$ cat config.mk
export PLATFORM = sky130hd
export DESIGN_NAME = i2c_arb_master
export DESIGN_NICKNAME = d
export VERILOG_FILES = /design/src/rtl/i2c_arb_pkg.sv /design/src/rtl/i2c_sync.sv /design/src/rtl/i2c_bus_watch.sv /design/src/rtl/i2c_arb_master.sv
export SDC_FILE = /design/constraint.sdc
export NUM_CORES = 1
export LEC_CHECK = 0
export BUFFER_PORTS_ARGS = -buffer_cell sky130_fd_sc_hd__buf_2
export CORE_UTILIZATION = 52
export CTS_BUF_LIST = sky130_fd_sc_hd__clkbuf_8 sky130_fd_sc_hd__clkbuf_16
export CTS_CLUSTER_DIAMETER = 40
export DETAILED_ROUTE_END_ITERATION = 12
export PLACE_DENSITY = 0.75
export REMOVE_ABC_BUFFERS = 1
export SKIP_CTS_REPAIR_TIMING = 1
export SLEW_MARGIN = 10
export SYNTH_ARGS = -nofsm -noshare
export SYNTH_HDL_FRONTEND = slang
export SYNTH_SLANG_ARGS = --single-unit
export TNS_END_PERCENT = 1
$ cat constraint.sdc
create_clock -name clk -period 3.4 [get_ports clk]
set_input_delay 0 -clock clk [delete_from_list [all_inputs] [get_ports clk]]
set_output_delay 0 -clock clk [all_outputs]
set_load 0.01 [all_outputs]
$ cat src/rtl/i2c_arb_pkg.sv
package i2c_arb_pkg;
  localparam logic [1:0] CMD_START = 2'd0;
  localparam logic [1:0] CMD_STOP  = 2'd1;
  localparam logic [1:0] CMD_WRITE = 2'd2;
  localparam logic [1:0] CMD_READ  = 2'd3;

  localparam logic [7:0] STS_START   = 8'h08;
  localparam logic [7:0] STS_RSTART  = 8'h10;
  localparam logic [7:0] STS_AW_ACK  = 8'h18;
  localparam logic [7:0] STS_AW_NACK = 8'h20;
  localparam logic [7:0] STS_DW_ACK  = 8'h28;
  localparam logic [7:0] STS_DW_NACK = 8'h30;
  localparam logic [7:0] STS_ARB     = 8'h38;
  localparam logic [7:0] STS_AR_ACK  = 8'h40;
  localparam logic [7:0] STS_AR_NACK = 8'h48;
  localparam logic [7:0] STS_DR_ACK  = 8'h50;
  localparam logic [7:0] STS_DR_NACK = 8'h58;
  localparam logic [7:0] STS_IDLE    = 8'hF8;

  typedef enum logic [3:0] {
    M_IDLE, M_WAITBUS, M_HOLD,
    M_S_REL, M_S_HI, M_S_LOW,
    M_B_LOW, M_B_HIGH,
    M_P_LOW, M_P_HI, M_P_REL
  } mst_state_t;
endpackage

$ cat src/rtl/i2c_sync.sv
module i2c_sync #(
  parameter int W      = 2,
  parameter int STAGES = 2
) (
  input  logic         clk,
  input  logic         rst,
  input  logic [W-1:0] d,
  output logic [W-1:0] q
);
  logic [W-1:0] chain [STAGES];

  for (genvar g = 0; g < STAGES; g++) begin : g_stage
    if (g == 0) begin : g_first
      always_ff @(posedge clk) begin
        if (rst) chain[g] <= '1;
        else     chain[g] <= d;
      end
    end else begin : g_next
      always_ff @(posedge clk) begin
        if (rst) chain[g] <= '1;
        else     chain[g] <= chain[g-1];
      end
    end
  end

  assign q = chain[STAGES-1];
endmodule

$ cat src/rtl/i2c_bus_watch.sv
module i2c_bus_watch (
  input  logic clk,
  input  logic rst,
  input  logic scl_s,
  input  logic sda_s,
  output logic bus_busy
);
  logic scl_d, sda_d;
  logic start_det, stop_det;

  always_ff @(posedge clk) begin
    if (rst) begin
      scl_d <= 1'b1;
      sda_d <= 1'b1;
    end else begin
      scl_d <= scl_s;
      sda_d <= sda_s;
    end
  end

  assign start_det = scl_d && scl_s && sda_d && !sda_s;
  assign stop_det  = scl_d && scl_s && !sda_d && sda_s;

  always_ff @(posedge clk) begin
    if (rst)            bus_busy <= 1'b0;
    else if (start_det) bus_busy <= 1'b1;
    else if (stop_det)  bus_busy <= 1'b0;
  end

  // the bus only turns busy after a start was observed on the wires
  assert_busy_after_start_R9: assert property (@(posedge clk) disable iff (rst)
    $rose(bus_busy) |-> $past(start_det));
endmodule

$ cat src/rtl/i2c_arb_master.sv
module i2c_arb_master
  import i2c_arb_pkg::*;
#(
  parameter int DIV_W = 16
) (
  input  logic             clk,
  input  logic             rst,
  input  logic [DIV_W-1:0] div_i,
  input  logic             cmd_valid_i,
  input  logic [1:0]       cmd_i,
  input  logic [7:0]       data_i,
  input  logic             ack_i,
  output logic             busy_o,
  output logic             done_o,
  output logic [7:0]       status_o,
  output logic [7:0]       rdata_o,
  input  logic             scl_i,
  input  logic             sda_i,
  output logic             scl_oe_o,
  output logic             sda_oe_o
);
  localparam int BITS = 9;

  mst_state_t       st;
  logic [DIV_W-1:0] cnt;
  logic [3:0]       bitn;
  logic [BITS-1:0]  sh, rx;
  logic             smp, own, addr_ph, is_rd, dir_rd;
  logic [7:0]       pend;
  logic             scl_s, sda_s, bus_busy;
  logic             tc, drv, take;

  i2c_sync #(.W(2), .STAGES(2)) u_sync (
    .clk(clk), .rst(rst), .d({scl_i, sda_i}), .q({scl_s, sda_s})
  );

  i2c_bus_watch u_watch (
    .clk(clk), .rst(rst), .scl_s(scl_s), .sda_s(sda_s), .bus_busy(bus_busy)
  );

  assign tc     = (cnt == div_i - DIV_W'(1));
  assign drv    = is_rd ? (bitn == 4'd8) : (bitn != 4'd8);
  assign take   = cmd_valid_i && !busy_o;
  assign busy_o = (st != M_IDLE) && (st != M_HOLD);

  always_ff @(posedge clk) begin
    if (rst) begin
      st <= M_IDLE; cnt <= '0; bitn <= '0; sh <= '1; rx <= '0;
      smp <= 1'b0; own <= 1'b0; addr_ph <= 1'b0; is_rd <= 1'b0; dir_rd <= 1'b0;
      pend <= STS_IDLE; status_o <= STS_IDLE; rdata_o <= '0; done_o <= 1'b0;
      scl_oe_o <= 1'b0; sda_oe_o <= 1'b0;
    end else begin
      done_o <= 1'b0;
      case (st)
        M_IDLE: if (take && cmd_i == CMD_START) st <= M_WAITBUS;
        M_WAITBUS: if (!bus_busy) begin st <= M_S_REL; cnt <= '0; end
        M_HOLD: if (take) begin
          cnt <= '0; bitn <= '0;
          case (cmd_i)
            CMD_START: st <= M_S_REL;
            CMD_STOP:  begin st <= M_P_LOW; pend <= STS_IDLE; end
            CMD_WRITE: begin
              st <= M_B_LOW; sh <= {data_i, 1'b1}; is_rd <= 1'b0;
              if (addr_ph) dir_rd <= data_i[0];
            end
            default:   begin st <= M_B_LOW; sh <= {8'hFF, ack_i}; is_rd <= 1'b1; end
          endcase
        end
        M_S_REL: begin
          sda_oe_o <= 1'b0;
          if (tc) begin st <= M_S_HI; scl_oe_o <= 1'b0; cnt <= '0; smp <= 1'b0; end
          else cnt <= cnt + 1'b1;
        end
        M_S_HI: begin
          if (!smp) smp <= scl_s;
          else if (tc) begin st <= M_S_LOW; sda_oe_o <= 1'b1; cnt <= '0; end
          else cnt <= cnt + 1'b1;
        end
        M_S_LOW: begin
          if (tc) begin
            st <= M_HOLD; scl_oe_o <= 1'b1; done_o <= 1'b1;
            status_o <= own ? STS_RSTART : STS_START;
            own <= 1'b1; addr_ph <= 1'b1;
          end else cnt <= cnt + 1'b1;
        end
        M_B_LOW: begin
          if (cnt == '0) sda_oe_o <= !sh[BITS-1];
          if (tc) begin st <= M_B_HIGH; scl_oe_o <= 1'b0; cnt <= '0; smp <= 1'b0; end
          else cnt <= cnt + 1'b1;
        end
        M_B_HIGH: begin
          if (!smp) begin
            if (scl_s) begin
              smp <= 1'b1;
              rx  <= {rx[BITS-2:0], sda_s};
              if (drv && sh[BITS-1] && !sda_s) begin
                st <= M_IDLE; scl_oe_o <= 1'b0; sda_oe_o <= 1'b0;
                own <= 1'b0; addr_ph <= 1'b0;
                status_o <= STS_ARB; done_o <= 1'b1;
              end
            end
          end else if (tc) begin
            cnt <= '0;
            scl_oe_o <= 1'b1;
            if (bitn == 4'd8) begin
              if (addr_ph) begin
                addr_ph <= 1'b0;
                if (rx[0]) begin
                  st <= M_P_LOW;
                  pend <= dir_rd ? STS_AR_NACK : STS_AW_NACK;
                end else begin
                  st <= M_HOLD; done_o <= 1'b1;
                  status_o <= dir_rd ? STS_AR_ACK : STS_AW_ACK;
                end
              end else begin
                st <= M_HOLD; done_o <= 1'b1;
                if (is_rd) begin
                  rdata_o  <= rx[BITS-1:1];
                  status_o <= rx[0] ? STS_DR_NACK : STS_DR_ACK;
                end else begin
                  status_o <= rx[0] ? STS_DW_NACK : STS_DW_ACK;
                end
              end
            end else begin
              bitn <= bitn + 1'b1;
              sh   <= {sh[BITS-2:0], 1'b1};
              st   <= M_B_LOW;
            end
          end else cnt <= cnt + 1'b1;
        end
        M_P_LOW: begin
          if (cnt == '0) sda_oe_o <= 1'b1;
          if (tc) begin st <= M_P_HI; scl_oe_o <= 1'b0; cnt <= '0; smp <= 1'b0; end
          else cnt <= cnt + 1'b1;
        end
        M_P_HI: begin
          if (!smp) smp <= scl_s;
          else if (tc) begin st <= M_P_REL; sda_oe_o <= 1'b0; cnt <= '0; end
          else cnt <= cnt + 1'b1;
        end
        M_P_REL: begin
          if (tc) begin
            st <= M_IDLE; own <= 1'b0; status_o <= pend; done_o <= 1'b1;
          end else cnt <= cnt + 1'b1;
        end
        default: st <= M_IDLE;
      endcase
    end
  end

  // an idle engine never pulls either wire
  assert_idle_release_R1: assert property (@(posedge clk) disable iff (rst)
    (st == M_IDLE) |-> (!scl_oe_o && !sda_oe_o));
  // a refused address is reported only after both wires are let go
  assert_nack_stop_R4: assert property (@(posedge clk) disable iff (rst)
    (done_o && (status_o == STS_AW_NACK || status_o == STS_AR_NACK)) |-> (!scl_oe_o && !sda_oe_o));
  // a lost arbitration releases both wires with the report
  assert_arb_release_R8: assert property (@(posedge clk) disable iff (rst)
    (done_o && status_o == STS_ARB) |-> (!scl_oe_o && !sda_oe_o));
  // while a target stretches, the clock is not pulled again
  assert_stretch_wait_R10: assert property (@(posedge clk) disable iff (rst)
    (st == M_B_HIGH && !smp && !scl_s) |=> !scl_oe_o);
  // completion is a single-cycle pulse
  assert_done_pulse_R12: assert property (@(posedge clk) disable iff (rst)
    done_o |=> !done_o);
endmodule

==> results.md <==
- Post-synthesis register bit count: 73
- MaxCap Viol Count: 0
- Final Hold Fails: 0
- Synth async-reset ratio: 0
- DR vias/cell: 5.83
- Mapped Cells: 555
- Routed len/inst: 15.0 um
- # setup viols final: 0
- Fraction of layout cells with a size suffix above 1: 0.174
- Total GRT Usage: 0.259
- CP Max Fanout: 6
- DP Wirelength: 7890 um
- Vias post-DR: 4220
- Initial antenna violation count: 0
- Clk_lat worst skew: 0.35 ns
- Status: finished, final reports clean
- Starting Density: 0.536
- Sink Count: 73
- DRT Pass-1 Iters: 7
- CTS Root Cell: clkbuf_8
- Crit start category: input port
- Fin area: 5080 um^2
- Data arrival time of the worst path: 3.38 ns
- Vias in the first global route: 3993
- RePlAce Congestion: 0.935
- Worst slew pin tran: 0.723 ns
- Die width: 93.8 um
- Synth unique cells: 63
- Detail Route Antenna Nets: 0
- Dpl cells: 703
- Slew HR: 0.518
- Drt total wl: 10800 um
- Mapped Area: 4380 um^2
- RSZ-0062 raised after global routing: false
- Mapped Avg Cell Area: 7.90 um^2
- Crit. End Element: flop
- DP Area: 4820 um^2
- Final net count: 652
- Worst VDD drop: 0.292 mV
- Max Clock Freq: 317 MHz
- Post-synth EDFFs: 0
- Sequential share of the synthesized area: 0.333
- Hold WC Path Type: input port to flop
- Leakage: 1.89 nW
- Finished Layout Cells: 724
- Crit path kind: input port to flop
- Most common cell after layout, fill and taps aside: nor2_1
- Largest net degree at the start of global routing: 42
- I/O Buffers: 48
- I/O Pins: 52
- Ys flop type: dfxtp_1
- Synth-to-Final Area Change: 15.8%
- Core area: 8180 um^2
- CTS Buffer Depth: 2
- TritonCTS buffer count: 9
- CTS tree: done
- CP required: 3.63 ns
- Die Area: 8800 um^2
- Initial DRC Count: 423
- H-tree depth: 3
- DRC viols: 0
- First-pass GRT wire length: 18000 um
- Core Rows: 33
- Final slew viol count: 0
- Diodes inserted: 0
- Fin crit share: 0.929
- Synth Warn #: 0
- Die height: 93.8 um
- Setup Skew: 0.0138 ns
- Clock transition at path regs: 0.09 ns
- Fin crit period: 3.16 ns
- Most frequent cells in the layout: 90 x nor2_1, 73 x dfxtp_1, 48 x buf_2
- Pwr dens: 492 nW/um^2
- Grt ovf: 0
registers in the layout, summed over array words and instances (netlist names), 3 cells and up:
signal        flops
u_sync.chain      4
rx                9
pend              3
status_o          5
st                4
rdata_o           8
bitn              4
cnt              16
sh                9
layout make-up:
type                    count  area (um^2)
well taps                 105          131
multi-input cells         426         2690
repair buffers             80          505
fillers                   742         3100
clock inverters             6         66.3
clock buffers              10          138
inverters                  24         90.1
flip-flops and latches     73         1460
per-stage QoR:
step	util	hold WS, ns	setup TNS (ns)	total power, mW	worst slack [ns]
2_1_floorplan	-	0.0691	-0.0744	1.54	-0.0372
3_3_place_gp	0.590	0.184	0	1.79	0.00161
3_5_place_dp	0.590	0.185	-1.09	1.80	-0.0971
4_1_cts	0.615	-0.176	0	2.50	0.236
5_1_grt	0.621	0.0285	0	2.65	0.0655
6_report	0.621	0.0244	0	2.50	0.243
cell usage after synthesis, types with 10 or more instances:
| cell type | instances | area share |
|---|---|---|
| a211o_1 | 10 | 0.020 |
| a21oi_1 | 25 | 0.029 |
| clkbuf_1 | 27 | 0.023 |
| dfxtp_1 | 73 | 0.33 |
| inv_1 | 24 | 0.021 |
| mux2i_1 | 24 | 0.055 |
| nand2_1 | 30 | 0.026 |
| nand3_1 | 10 | 0.011 |
| nor2_1 | 90 | 0.077 |
| nor3_1 | 36 | 0.041 |
| o21ai_0 | 15 | 0.017 |
| xnor2_1 | 27 | 0.054 |
report_power, final:
part	total, mW	switching [mW]	internal [mW]
clock	0.699	0.337	0.362
combinational	0.786	0.467	0.319
sequential	1.01	0.0961	0.917
final timing paths:
path,start,endpoint,slack (ns),cells after the start
worst max-delay path,div_i[0],cnt[6]$_SDFFE_PP0P_,0.24,13
worst min-delay path,data_i[4],sh[5]$_SDFFE_PP1P_,0.02,4
worst max register to register,cnt[10]$_SDFFE_PP0P_,cnt[6]$_SDFFE_PP0P_,0.32,10
worst min register to register,u_sync.chain[0][0]$_SDFF_PP1_,u_sync.chain[1][0]$_SDFF_PP1_,0.41,1
critical path: stages:
cell,delay (ns)
buf_2,0.11
inv_1,0.05
ha_1,0.18
or4b_2,0.61
or4_4,0.52
a2111oi_4,0.39
o211ai_1,0.13
or4_1,0.51
buf_4,0.21
buf_4,0.15
o21ai_0,0.30
or4_1,0.17
a21oi_1,0.06
per-layer routing:
| layer | up-vias | part of all wire | GRT usage |
|---|---|---|---|
| met1 | 1948 | 0.43 | 0.306 |
| met2 | 134 | 0.48 | 0.437 |
| met4 | 0 | 0.032 | 0.140 |
| met3 | 35 | 0.055 | 0.0526 |
| li1 | 2103 | - | - |
| met5 | - | 0 | 0 |
logic make-up after synthesis:
family,after synthesis,share of synthesized area
AOI/OAI and AO/OA,112,0.182
xor gates and xnor gates,35,0.0699
adders and majority gates,6,0.0171
buffers and inverters,58,0.0559
DFF,73,0.333
muxes,26,0.0599
other,1,0.000855
and+or+nand+nor,244,0.281
Power figures use the tool's default switching activity.
